==> src/rtl/sqrt_iter_pkg.sv <==
package sqrt_iter_pkg;

    // Direction chosen for the estimate on one clock
    typedef enum logic [1:0] {
        STEP_HOLD = 2'd0,
        STEP_UP   = 2'd1,
        STEP_DOWN = 2'd2
    } step_dir_e;

endpackage

==> src/rtl/sqrt_square_cmp.sv <==
// Squares the estimate at double width and compares with the operand.
module sqrt_square_cmp #(
    parameter int W = 8
) (
    input  logic [W-1:0] guess,
    input  logic [W-1:0] operand,
    output logic         sq_gt,
    output logic         sq_eq
);
    localparam int WW = 2 * W;

    logic [WW-1:0] guess_ext;
    logic [WW-1:0] oper_ext;
    logic [WW-1:0] square;

    always_comb begin
        guess_ext = {{W{1'b0}}, guess};
        oper_ext  = {{W{1'b0}}, operand};
        square    = '0;
        // shift-and-add square, one partial product per estimate bit
        for (int b = 0; b < W; b++) begin
            if (guess[b]) begin
                square = square + (guess_ext << b);
            end
        end
        sq_gt = (square > oper_ext);
        sq_eq = (square == oper_ext);
    end

endmodule

==> src/rtl/sqrt_step_sel.sv <==
// Turns the compare outcome into a step direction.
module sqrt_step_sel
    import sqrt_iter_pkg::*;
(
    input  logic      searching,
    input  logic      sq_gt,
    input  logic      sq_eq,
    output step_dir_e dir
);
    always_comb begin
        if (!searching || sq_eq) begin
            dir = STEP_HOLD;
        end else if (sq_gt) begin
            dir = STEP_DOWN;
        end else begin
            dir = STEP_UP;
        end
    end

endmodule

==> src/rtl/sqrt_guess_next.sv <==
// Applies a unit step to the estimate.
module sqrt_guess_next
    import sqrt_iter_pkg::*;
#(
    parameter int W = 8
) (
    input  logic [W-1:0] guess,
    input  step_dir_e    dir,
    output logic [W-1:0] guess_next
);
    localparam logic [W-1:0] ONE = W'(1);

    always_comb begin
        unique case (dir)
            STEP_UP:   guess_next = guess + ONE;
            STEP_DOWN: guess_next = guess - ONE;
            default:   guess_next = guess;
        endcase
    end

endmodule

==> src/rtl/sqrt_iter_unit.sv <==
// Iterative integer square root: seed with operand/4, then unit steps.
module sqrt_iter_unit
    import sqrt_iter_pkg::*;
#(
    parameter int W     = 8,
    parameter int SEED_SHIFT = 2
) (
    input  logic         clk,
    input  logic         rst,
    input  logic         start,
    input  logic [W-1:0] number,
    output logic [W-1:0] sqrt_out,
    output logic         done
);
    typedef struct packed {
        logic [W-1:0] guess;
        logic [W-1:0] operand;
        logic         busy;
        logic         fin;
    } state_t;

    state_t    st_q, st_d;
    logic      sq_gt, sq_eq;
    step_dir_e dir;
    logic [W-1:0] stepped;

    sqrt_square_cmp #(.W(W)) u_cmp (
        .guess   (st_q.guess),
        .operand (st_q.operand),
        .sq_gt   (sq_gt),
        .sq_eq   (sq_eq)
    );

    sqrt_step_sel u_sel (
        .searching (st_q.busy),
        .sq_gt     (sq_gt),
        .sq_eq     (sq_eq),
        .dir       (dir)
    );

    sqrt_guess_next #(.W(W)) u_next (
        .guess      (st_q.guess),
        .dir        (dir),
        .guess_next (stepped)
    );

    always_comb begin
        st_d = st_q;
        if (start) begin
            st_d.guess   = number >> SEED_SHIFT;
            st_d.operand = number;
            st_d.busy    = 1'b1;
            st_d.fin     = 1'b0;
        end else if (st_q.busy) begin
            st_d.guess = stepped;
            if (sq_eq) begin
                st_d.busy = 1'b0;
                st_d.fin  = 1'b1;
            end
        end
    end

    always_ff @(posedge clk) begin
        if (rst) begin
            st_q <= '0;
        end else begin
            st_q <= st_d;
        end
    end

    assign sqrt_out = st_q.guess;
    assign done     = st_q.fin;

    // seed after start
    p_seed_load_r2: assert property (@(posedge clk) disable iff (rst)
        start |=> (sqrt_out == ($past(number) >> SEED_SHIFT)) && !done);

    // unit step while searching
    p_unit_step_r4: assert property (@(posedge clk) disable iff (rst)
        (st_q.busy && !start) |=>
            ((sqrt_out - $past(sqrt_out)) == W'(1)) ||
            (($past(sqrt_out) - sqrt_out) == W'(1)) || done);

    // done only with an exact root
    p_exact_root_r5: assert property (@(posedge clk) disable iff (rst)
        done |-> (({{W{1'b0}}, sqrt_out} * {{W{1'b0}}, sqrt_out}) ==
                  {{W{1'b0}}, st_q.operand}));

    // result frozen once done
    p_done_hold_r6: assert property (@(posedge clk) disable iff (rst)
        (done && !start) |=> done && $stable(sqrt_out));

    // idle without start is quiet
    p_idle_quiet_r1: assert property (@(posedge clk) disable iff (rst)
        (!st_q.busy && !start) |=> $stable(sqrt_out) && $stable(done));

endmodule

==> config.mk <==
export PLATFORM = sky130hd
export DESIGN_NAME = sqrt_iter_unit
export DESIGN_NICKNAME = d
export VERILOG_FILES = /design/src/rtl/sqrt_iter_pkg.sv /design/src/rtl/sqrt_square_cmp.sv /design/src/rtl/sqrt_step_sel.sv /design/src/rtl/sqrt_guess_next.sv /design/src/rtl/sqrt_iter_unit.sv
export SDC_FILE = /design/constraint.sdc
export NUM_CORES = 1
export LEC_CHECK = 0
export BUFFER_PORTS_ARGS = -buffer_cell sky130_fd_sc_hd__buf_2
export CORE_ASPECT_RATIO = 0.7
export CORE_MARGIN = 2
export CORE_UTILIZATION = 50
export DETAILED_ROUTE_END_ITERATION = 16
export PLACE_DENSITY = 0.67
export REMOVE_ABC_BUFFERS = 1
export SYNTH_ARGS = -nofsm -noshare
export SYNTH_HDL_FRONTEND = slang
export SYNTH_HIERARCHICAL = 1
export SYNTH_SLANG_ARGS = --single-unit
==> constraint.sdc <==
create_clock -name clk -period 18.2 [get_ports clk]
set_input_delay 3.64 -clock clk [delete_from_list [all_inputs] [get_ports clk]]
set_output_delay 3.64 -clock clk [all_outputs]
set_load 0.05 [all_outputs]
; Word-level counts from Yosys, hierarchy flattened
; Cells that the tools add are included.
[word_totals]
regBits = 18
inputBits = 11
elab_cells = 43
[op_classes]
n_addsub = 9
n_lt_le_gt_ge = 1
n_eq_ne = 3
muxes = 16
reduce_logical = 9
[ops]
columns = cell, count
row1 = 16-bit 2-to-1 mux, 7
row2 = 16-bit by 10-bit adder with 16-bit output, 1
row3 = 16-bit by 11-bit adder with 16-bit output, 1
row4 = 16-bit by 12-bit adder with 16-bit output, 1
row5 = 16-bit by 13-bit adder with 16-bit output, 1
row6 = 16-bit by 14-bit adder with 16-bit output, 1
row7 = 16-bit by 15-bit adder with 16-bit output, 1
row8 = 16-bit by 8-bit equality test with 1-bit output, 1
row9 = 16-bit by 8-bit greater-than comparator with 1-bit output, 1
row10 = 8-bit case mux with 2 select lines, 1
row11 = 6-bit 2-to-1 mux, 2
row12 = 8-bit by 9-bit adder with 10-bit output, 1
row13 = 2-bit 2-to-1 mux, 5
row14 = "8-bit by 1-bit adder with 8-bit output, second input constant", 1
row15 = 8-bit 2-to-1 mux, 1
row16 = "8-bit by 1-bit subtractor with 8-bit output, second input constant", 1
row17 = 2-bit AND reduction, 3
row18 = 2-bit nonzero test, 2
row19 = 3-bit nonzero test, 1
row20 = "2-bit by 1-bit equality test with 1-bit output, second input constant", 1
row21 = "2-bit equality test, second input constant", 1
row22 = 2-bit OR reduction, 1
row23 = 1-bit zero test, 1
row24 = 1-bit logical OR, 1

; Longest topological paths before layout
; Gate-level depths: netlist of run 1.
[depth]
ltp_word = 22
ltp_mapped = 64
depth_no_buf = 61

; Cells and area by module
; The synthesis of run 1 kept the hierarchy.
[modules_own_cells]
columns = module, instances, cells_per_inst, area_per_inst_um2, seq_area_each_um2
row1 = sqrt_square_cmp, 1, 453, 3246.9, 0.0
row2 = sqrt_iter_unit, 1, 74, 768.2, 360.3
row3 = sqrt_guess_next, 1, 91, 676.9, 0.0
row4 = sqrt_step_sel, 1, 2, 21.3, 0.0

; Worst setup path before layout of run 1
; Ideal clock, no wire load.
[synth_timing]
path_type = flip-flop to flip-flop
from = register st_q, in the netlist sqrt_out[3]
to = register st_q, in the netlist sqrt_out[4]
setup_time_ps = 86
arrival_time_ps = 11873
required_time_ps = 18114
path_slack_ps = 6242
path_stages_with_launch = 60
cell_sequence = dfxtp_1 buf_2 inv_1 buf_1 nor2_1 ha_1 nand4_1 and3_2 o21ai_0 xor2_1 ha_1 nor2b_1 o31a_1 o21ai_0 or3b_2 a32o_1 ha_1 o21a_1 (+24 left out) nand4_1 a31oi_1 o21ai_0 and2_1 a22oi_1 o211a_1 and3b_1 ha_1 buf_4 xor2_1 ha_1 and3b_1 o21ai_2 a21oi_1 a211o_1 xnor2_1 mux2i_1 a211oi_1
[synth_via]
elab_chain_len = 22
elab_cells_between_ends = 29
cone_classes = 9 x add/sub / 1 x order compare / 3 x eq/ne / 13 x mux / 3 x reduce/logical
[synth_rtl]
columns = item, line
row1 = "start, declared", sqrt_iter_unit.sv:22  ; state_t st_q, st_d;
row2 = "start signal, assigned", sqrt_iter_unit.sv:67  ; st_q <= st_d;
row3 = 8-bit 2-to-1 mux, sqrt_square_cmp.sv:22  ; if (guess[b]) begin
row4 = 8-bit by 9-bit adder with 10-bit output, sqrt_square_cmp.sv:23  ; square = square + (guess_ext << b);
row5 = 16-bit 2-to-1 mux, sqrt_square_cmp.sv:22
row6 = 16-bit by 10-bit adder with 16-bit output, sqrt_square_cmp.sv:23
row7 = 16-bit 2-to-1 mux, sqrt_square_cmp.sv:22
row8 = 16-bit by 11-bit adder with 16-bit output, sqrt_square_cmp.sv:23
row9 = 16-bit 2-to-1 mux, sqrt_square_cmp.sv:22
row10 = 16-bit by 12-bit adder with 16-bit output, sqrt_square_cmp.sv:23
row11 = (+8 left out), -
row12 = net sq_eq, sqrt_iter_unit.sv:23  ; logic sq_gt, sq_eq;
row13 = 1-bit logical OR *, sqrt_step_sel.sv:11  ; if (!searching || sq_eq) begin
row14 = 2-bit 2-to-1 mux *, sqrt_step_sel.sv:11
row15 = net dir[1], sqrt_iter_unit.sv:24  ; step_dir_e dir;
row16 = 2-bit equality test / 2-bit by 1-bit equality test with 1-bit output (equally long branches), sqrt_guess_next.sv:14  ; unique case (dir)
row17 = 8-bit case mux with 2 select lines *, sqrt_guess_next.sv:14
row18 = net stepped[4], sqrt_iter_unit.sv:25  ; logic [W-1:0] stepped;
row19 = 6-bit 2-to-1 mux *, sqrt_iter_unit.sv:54  ; end else if (st_q.busy) begin
row20 = 6-bit 2-to-1 mux *, sqrt_iter_unit.sv:49  ; if (start) begin
; The timed path passes the listed nets; every way through them passes the cells marked *. The select of a mux whose other input is x is not followed.
; A chain may end at the register's enable or synchronous reset.

; Worst setup path after layout of run 1
; Same ends and word-level chain as after synthesis.

==> results of run 1 <==
-- state kept, by name (all words and copies together) (netlist names) --
signal and cells:
st_q 9, sqrt_out 8, done 1
-- power breakdown --
group	switching, mW	leakage, nW	internal [mW]
Sequential	0.00488	0.149	0.0420
Combinational	0.113	2.06	0.0742
Clock	0.0150	0.0442	0.0334
-- per-layer routing --
metal	global-route usage	routed length, um	vias up
met5	0	0	-
met4	0.0374	129	0
met3	0.0202	567	14
met2	0.398	5450	153
met1	0.343	6200	2191
li1	-	-	2273
-- kinds of logic (layout without fill, tap and decap cells) --
group,count (synthesis),after routing,synth area share
flops,18,18,0.0765
compound gates,183,183,0.277
mux,35,35,0.0786
simple gates,212,212,0.246
buf+inv,77,74,0.0812
other cells,1,1,0.000796
fa+ha+maj,70,70,0.195
xor+xnor,24,24,0.0446
-- cell usage after synthesis, types with 4 or more instances --
cell type / number / area share
o21ai_2: 4 / 0.0074
fa_1: 6 / 0.025
nand4_1: 10 / 0.013
dfxtp_1: 18 / 0.076
buf_2: 9 / 0.0096
mux2i_1: 25 / 0.053
clkbuf_1: 5 / 0.0040
a21o_1: 9 / 0.014
nor2_1: 54 / 0.043
buf_4: 12 / 0.019
buf_6: 5 / 0.012
xor2_1: 8 / 0.015
a21oi_1: 42 / 0.045
nand3_1: 12 / 0.013
nor3b_1: 4 / 0.0064
nand2_1: 36 / 0.029
nor3_2: 4 / 0.0085
o221ai_1: 5 / 0.0093
o21a_1: 15 / 0.024
ha_1: 64 / 0.17
and2_1: 8 / 0.011
nor3_1: 15 / 0.016
inv_1: 40 / 0.032
nand2b_1: 8 / 0.011
nor2b_1: 21 / 0.028
nand3b_1: 6 / 0.0096
mux2_2: 7 / 0.017
a31oi_1: 6 / 0.0080
nor4_1: 6 / 0.0080
o21ai_0: 39 / 0.041
a211oi_1: 11 / 0.018
xnor2_1: 16 / 0.030
o31a_1: 6 / 0.011
-- area by class of cell --
type	count	area, sq um	share of cell area
inverters	43	161	0.0330
well taps	124	155	0.0317
clock buffers	4	88.8	0.0182
multi-input cells	525	3970	0.812
repair buffers	27	155	0.0317
flip-flops and latches	18	360	0.0737
-- path summary, 6_finish.rpt --
| path | startpoint | slack, ns | cells after the start | to |
|---|---|---|---|---|
| max | sqrt_out[3]$_SDFFE_PP0P_ | 5.18 | 55 | sqrt_out[4]$_SDFFE_PP0P_ |
| min | st_q[5]$_SDFFE_PP0P_ | 0.51 | 2 | st_q[5]$_SDFFE_PP0P_ |
| max reg2reg | sqrt_out[3]$_SDFFE_PP0P_ | 5.18 | 55 | sqrt_out[4]$_SDFFE_PP0P_ |
| min reg2reg | st_q[5]$_SDFFE_PP0P_ | 0.51 | 2 | st_q[5]$_SDFFE_PP0P_ |
-- worst reg2reg max path, delay by kind of cell (launching register included) --
kind	cells	cell delay (ns)
xor+xnor	4	0.77
simple gates	15	3.46
flops	1	0.31
mux	2	0.37
buf+inv	1	0.44
fa+ha+maj	9	2.90
compound gates	24	4.68
-- placed cells by master, fill, tap and decap left out, drive strengths merged, types with 5 or more instances in the layout --
| master | n |
|---|---|
| nor2 | 54 |
| inv | 42 |
| ha | 64 |
| xor2 | 8 |
| nand2b | 8 |
| a31oi | 7 |
| nand2 | 37 |
| and2 | 8 |
| nor2b | 22 |
| fa | 6 |
| mux2i | 25 |
| mux2 | 10 |
| a21oi | 46 |
| dfxtp | 18 |
| nor3 | 19 |
| buf | 27 |
| nand4 | 10 |
| nor4 | 6 |
| o31a | 6 |
| nor3b | 5 |
| nand3 | 13 |
| nand3b | 6 |
| o21a | 15 |
| xnor2 | 16 |
| a211oi | 11 |
| o221ai | 5 |
| o21ai | 45 |
| a21o | 9 |
==> key figures, run 1 <==
Outcome
  • Status: finished, final reports clean

Placed design
  • Detail Placement HPWL: between 9000 and 10000 um
  • Cell Count Post-Placement: between 700 and 800
  • I/O Buffers: 19
  • Place WS: ~5.5 ns
  • GPL Wtd Cong: just under 0.9
  • Placed Area: 4800 sq um

Power
  • Power Dens Cells: ~58 nW/um^2
  • Pleak: ~2.3 nW
  • Max VDD drop: around 0.000065 V
  • Pwr Total: approximately 0.28 mW

Route
  • Wire per inst: 16.7 um
  • Final wirelength: 12300 um
  • Via count: ~4.6k
  • # DRC: 0
  • Initial drt markers: ~350
  • Routed Antenna Nets: 0
  • First-pass iteration count of the detailed router: 5
  • Vias per cell: 6.25

Global routing
  • First-pass GRT wire length: just over 20000 um
  • GRT overflow: 0
  • Initial antenna violation count: 0
  • GR Util All Layers: 0.239
  • Vias in the first global route: about 4.3k
  • Pin count of the biggest net entering global routing: 38

Critical path
  • CP required: between 15 and 20 ns
  • Setup CP Type: reg2reg
  • Worst EP arrival: 13.19 ns
  • Worst path max stage delay: 0.53 ns
  • Startpoint Class: flip-flop
  • Buf+Inv Stages, Crit Path: 1
  • Most numerous cell on the critical path: ha_1
  • Slowest CP cell: or4_1
  • Critical-path maximum fanout: 17
  • Crit path capture type: flip-flop
  • Critical path's top delay family: compound AO/OA/AOI/OAI gates

Clocking
  • Clock tree buffer depth: 2
  • Post-CTS Hold Fix Bufs: 0
  • CTS tree: built
  • Clk_lat worst skew: between 0.2 and 0.3 ns
  • # Post-CTS Setup Buffers: 0
  • H-tree depth: 1
  • Sinks on Clock Net: 18
  • CTS root buffer: clkbuf_16
  • CTS clk-pin slew, worst paths: about 0.050 ns
  • Cts bufs inserted: 3
  • CTS resizes: 0

Timing
  • Worst slew pin tran: approximately 0.84 ns
  • Slew HR: 0.436
  • Setup ws final: ~5.2 ns
  • Hold Vio Cnt, Final: 0
  • Final setup fails: 0
  • Min Tclk post-route: ~13 ns
  • Hold Slack: 0.510 ns
  • RSZ-0062 raised after global routing: no
  • Tcrit/Tclk final: 0.715
  • FMAX: between 70 and 80 MHz
  • Post-Route Setup TNS: 0 ns
  • Final setup skew: 0.00140 ns
  • Max-slew violations: 0

Die
  • Starting density of the core: 0.518
  • CORE AREA: roughly 9100 sq um
  • Site Rows: 29
  • Die area: a little over 10000 sq um
  • Die span in x: between 100 and 150 um
  • # IOs: 20
  • Die H: roughly 85 um

Synthesis
  • Seq/Total Area, Yosys: 0.0765
  • Post-synth top flop: dfxtp_1
  • Yosys reg bits: 18
  • Yosys warns: 6
  • Synth async-reset ratio: 0
  • Syn Inst Count: 620
  • Number of synthesized flops with an enable pin: 0
  • Mean Syn Cell Area: about 7.6 sq um
  • Mapped cell area: approximately 4700 sq um
  • Yosys cell types: 90

Final layout
  • Final core occ: 0.537
  • Synth-to-Final Area Change: 3.77%
  • Fillers: ~860
  • Design area: 4890 sq um
  • Layout cells sized above 1: 0.118
  • Final nets: approximately 700
  • Filler-free cell count of the finished design: approximately 740
  • Antenna cells: 0

Hold path
  • Hold crit path type: reg2reg

Run
  • Max-cap violations: 0
Note: power is estimated with default switching activity, not from simulation.
==> inputs of run 2 (changes only) <==
Settings changed: ABC_AREA from default to 1.
Clock period 18.2 ns to 13.7 ns, I/O delays scaled along.
==> key figures, run 2 <==
Synthesis
  • Most common cell in the synthesized netlist: nand2_1 (was ha_1)
  • Yosys cell types: 46 (was 90)
  • Syn Inst Count: 756 (was 620)
  • Yosys reg bits: 18 (unchanged)
  • Leading area contributor after synthesis: nand2_1 (was ha_1)
  • Seq/Total Area, Yosys: 0.0804 (was 0.0765)
  • Yosys warns: 6 (unchanged)
  • Mean Syn Cell Area: 5.93 sq um (was 7.60 sq um)
  • Post-synth top flop: dfxtp_1 (unchanged)
  • Commonest cells in the netlist: 227 x nand2_1, 127 x inv_1, 67 x nand3_1, 64 x ha_1, 45 x nor2_1 (was 64 x ha_1, 54 x nor2_1, 42 x a21oi_1, 40 x inv_1, 39 x o21ai_0)
  • Number of synthesized flops with an enable pin: 0 (unchanged)
  • Synth area leaders: nand2_1 19%, ha_1 18%, inv_1 11% (was ha_1 17%, dfxtp_1 7.6%, mux2i_1 5.3%)
  • Post-synth top area share: 0.190 (was 0.170)
  • Mapped cell area: 4480 sq um (was 4710 sq um)
  • Synth async-reset ratio: 0 (unchanged)

Timing
  • Slew HR: 0.656 (was 0.436)
  • Final setup skew: 0.00219 ns (was 0.00140 ns)
  • Min Tclk post-route: 10.98 ns (was 13.02 ns)
  • Post-Route Setup TNS: 0 ns (unchanged)
  • Hold Vio Cnt, Final: 0 (unchanged)
  • Max-slew violations: 0 (unchanged)
  • RSZ-0062 raised after global routing: no (unchanged)
  • Final setup fails: 0 (unchanged)
  • FMAX: 91.1 MHz (was 76.8 MHz)
  • Tcrit/Tclk final: 0.801 (was 0.715)
  • Worst slew pin tran: 0.516 ns (was 0.845 ns)

Clocking
  • H-tree depth: 1 (unchanged)
  • # Post-CTS Setup Buffers: 0 (unchanged)
  • CTS resizes: 0 (unchanged)
  • CTS root buffer: clkbuf_16 (unchanged)
  • Post-CTS Hold Fix Bufs: 0 (unchanged)
  • CTS clk-pin slew, worst paths: 0.05 ns (about the same)
  • Cts bufs inserted: 3 (unchanged)
  • CTS tree: built (unchanged)
  • Sinks on Clock Net: 18 (unchanged)
  • Clk_lat worst skew: 0.25 ns (about the same)
  • Clock tree buffer depth: 2 (unchanged)

Route
  • Via count: 4654 (was 4631)
  • Wire per inst: 12.8 um (was 16.7 um)
  • Vias per cell: 5.26 (was 6.25)
  • Initial drt markers: 307 (was 354)
  • First-pass iteration count of the detailed router: 5 (unchanged)
  • Routed Antenna Nets: 0 (unchanged)
  • # DRC: 0 (unchanged)
  • Final wirelength: 11300 um (was 12300 um)

Critical path
  • Crit path capture type: flip-flop (unchanged)
  • Setup slack, reg-to-reg: 2.72 ns (was 5.18 ns)
  • Critical-path maximum fanout: 20 (was 17)
  • Most numerous cell on the critical path: nand2_1 (was ha_1)
  • Worst path max stage delay: 0.48 ns (was 0.53 ns)
  • Slowest CP cell: ha_1 (was or4_1)
  • Setup CP Type: reg2reg (unchanged)
  • CP required: 13.89 ns (was 18.36 ns)
  • Startpoint Class: flip-flop (unchanged)
  • Worst EP arrival: 11.17 ns (was 13.19 ns)

Die
  • Die area: 9750 sq um (was 10200 sq um)
  • CORE AREA: 8580 sq um (was 9110 sq um)
  • Site Rows: 28 (was 29)
  • # IOs: 20 (unchanged)
  • Die span in x: 117 um (was 120 um)
  • Starting density of the core: 0.522 (was 0.518)
  • Die H: 83.2 um (was 85.2 um)

Final layout
  • Antenna cells: 0 (unchanged)
  • Layout cells sized above 1: 0.110 (was 0.118)
  • Multi-input logic area: 3460 sq um (was 3970 sq um)
  • Final nets: 847 (was 699)
  • Largest register FFs: 9 (unchanged)
  • Most frequent cells in the layout: 227 x nand2_1, 127 x inv_1, 67 x nand3_1, 64 x ha_1, 45 x nor2_1 (was 64 x ha_1, 54 x nor2_1, 42 x a21oi_1, 40 x inv_1, 39 x o21ai_0)
  • Filler-free cell count of the finished design: 885 (was 741)
  • Synth-to-Final Area Change: 5.16% (was 3.77%)
  • Fillers: 902 (was 855)
  • Register Area: 360 sq um (unchanged)
  • Commonest non-fill, non-tap cell in the layout: nand2_1 (was ha_1)
  • Reg with most FFs: st_q (unchanged)

Placed design
  • Cell Count Post-Placement: 881 (was 737)
  • I/O Buffers: 19 (unchanged)
  • Detail Placement HPWL: 8960 um (was 9300 um)
  • GPL Wtd Cong: 0.890 (was 0.889)

Run
  • Max-cap violations: 0 (unchanged)

Hold path
  • Hold crit path type: reg2reg (unchanged)

Global routing
  • Pin count of the biggest net entering global routing: 27 (was 38)
  • Initial antenna violation count: 0 (unchanged)
  • GR Util All Layers: 0.241 (was 0.239)
  • First-pass GRT wire length: 19600 um (was 20400 um)
  • GRT overflow: 0 (unchanged)
  • Vias in the first global route: 4377 (was 4336)

Power
  • Power Dens Cells: 72.0 nW/um^2 (was 57.8 nW/um^2)
  • Max VDD drop: 0.0000706 V (was 0.0000646 V)
  • Pleak: 2.72 nW (was 2.26 nW)

Outcome
  • Status: finished, final reports clean (unchanged)
-- run 2: path summary, 6_finish.rpt --
| check | end | cells past startpoint | start |
|---|---|---|---|
| hold reg to reg | st_q[6]$_SDFFE_PP0P_ | 2 | st_q[6]$_SDFFE_PP0P_ |
| setup / recovery | sqrt_out[4]$_SDFFE_PP0P_ | 79 | sqrt_out[0]$_SDFFE_PP0P_ |
| hold / removal | st_q[6]$_SDFFE_PP0P_ | 2 | st_q[6]$_SDFFE_PP0P_ |
| setup reg to reg | sqrt_out[4]$_SDFFE_PP0P_ | 79 | sqrt_out[0]$_SDFFE_PP0P_ |
-- run 2: cells by family (layout without fill, tap and decap cells) --
logic type      after synthesis  in the layout  share of synthesized area
other cells                   1              1                   0.000836
xor+xnor                     18             18                     0.0352
buf+inv                     156            165                      0.148
fa+ha+maj                    70             70                      0.205
simple gates                397            397                      0.399
mux                           1              1                    0.00502
flops                        18             18                     0.0804
compound gates               95             95                      0.126
-- run 2: final cells by class --
cell class / count / area share
inverter: 134 / 0.107
multi-input combinational: 582 / 0.733
tap: 120 / 0.0318
sequential: 18 / 0.0764
clock buffer: 4 / 0.0188
timing repair buffer: 27 / 0.0329
-- run 2: critical path: cells and delay by family, from the launching register on --
| kind | cells | cell delay (ns) |
|---|---|---|
| AO/OA/AOI/OAI | 14 | 2.40 |
| XOR/XNOR | 3 | 0.46 |
| adder cells (fa/ha/maj) | 9 | 2.63 |
| buffers and inverters | 15 | 1.33 |
| flip-flops | 1 | 0.32 |
| AND/OR/NAND/NOR | 38 | 3.74 |
-- run 2: through the flow --
step | power [mW] | cell area [sq um] | setup slack [ns] | hold WS, ns | utilization
floorplan | 0.226 | 4320 | 3.50 | 0.419 | -
global placement | 0.268 | 4630 | 3.27 | 0.432 | 0.539
detailed placement | 0.273 | 4630 | 2.89 | 0.436 | 0.539
CTS | 0.339 | 4710 | 2.84 | 0.450 | 0.549
global route | 0.375 | 4710 | 1.43 | 0.469 | 0.549
finish | 0.339 | 4710 | 2.72 | 0.450 | 0.549
-- run 2: power by group --
group / internal, mW / switching, mW / leakage [nW]
logic: 0.0744 / 0.142 / 2.53
clock network: 0.0444 / 0.0200 / 0.0442
registers: 0.0559 / 0.00280 / 0.148
-- run 2: metal layers --
| layer | wire length, um | GRT usage | vias to the layer above | part of all wire |
|---|---|---|---|---|
| met4 | 73 | 0.0289 | 0 | 0.0065 |
| met1 | 5760 | 0.356 | 2118 | 0.51 |
| met3 | 542 | 0.0212 | 8 | 0.048 |
| met5 | 0 | 0 | - | 0 |
| li1 | - | - | 2419 | - |
| met2 | 4940 | 0.388 | 109 | 0.44 |
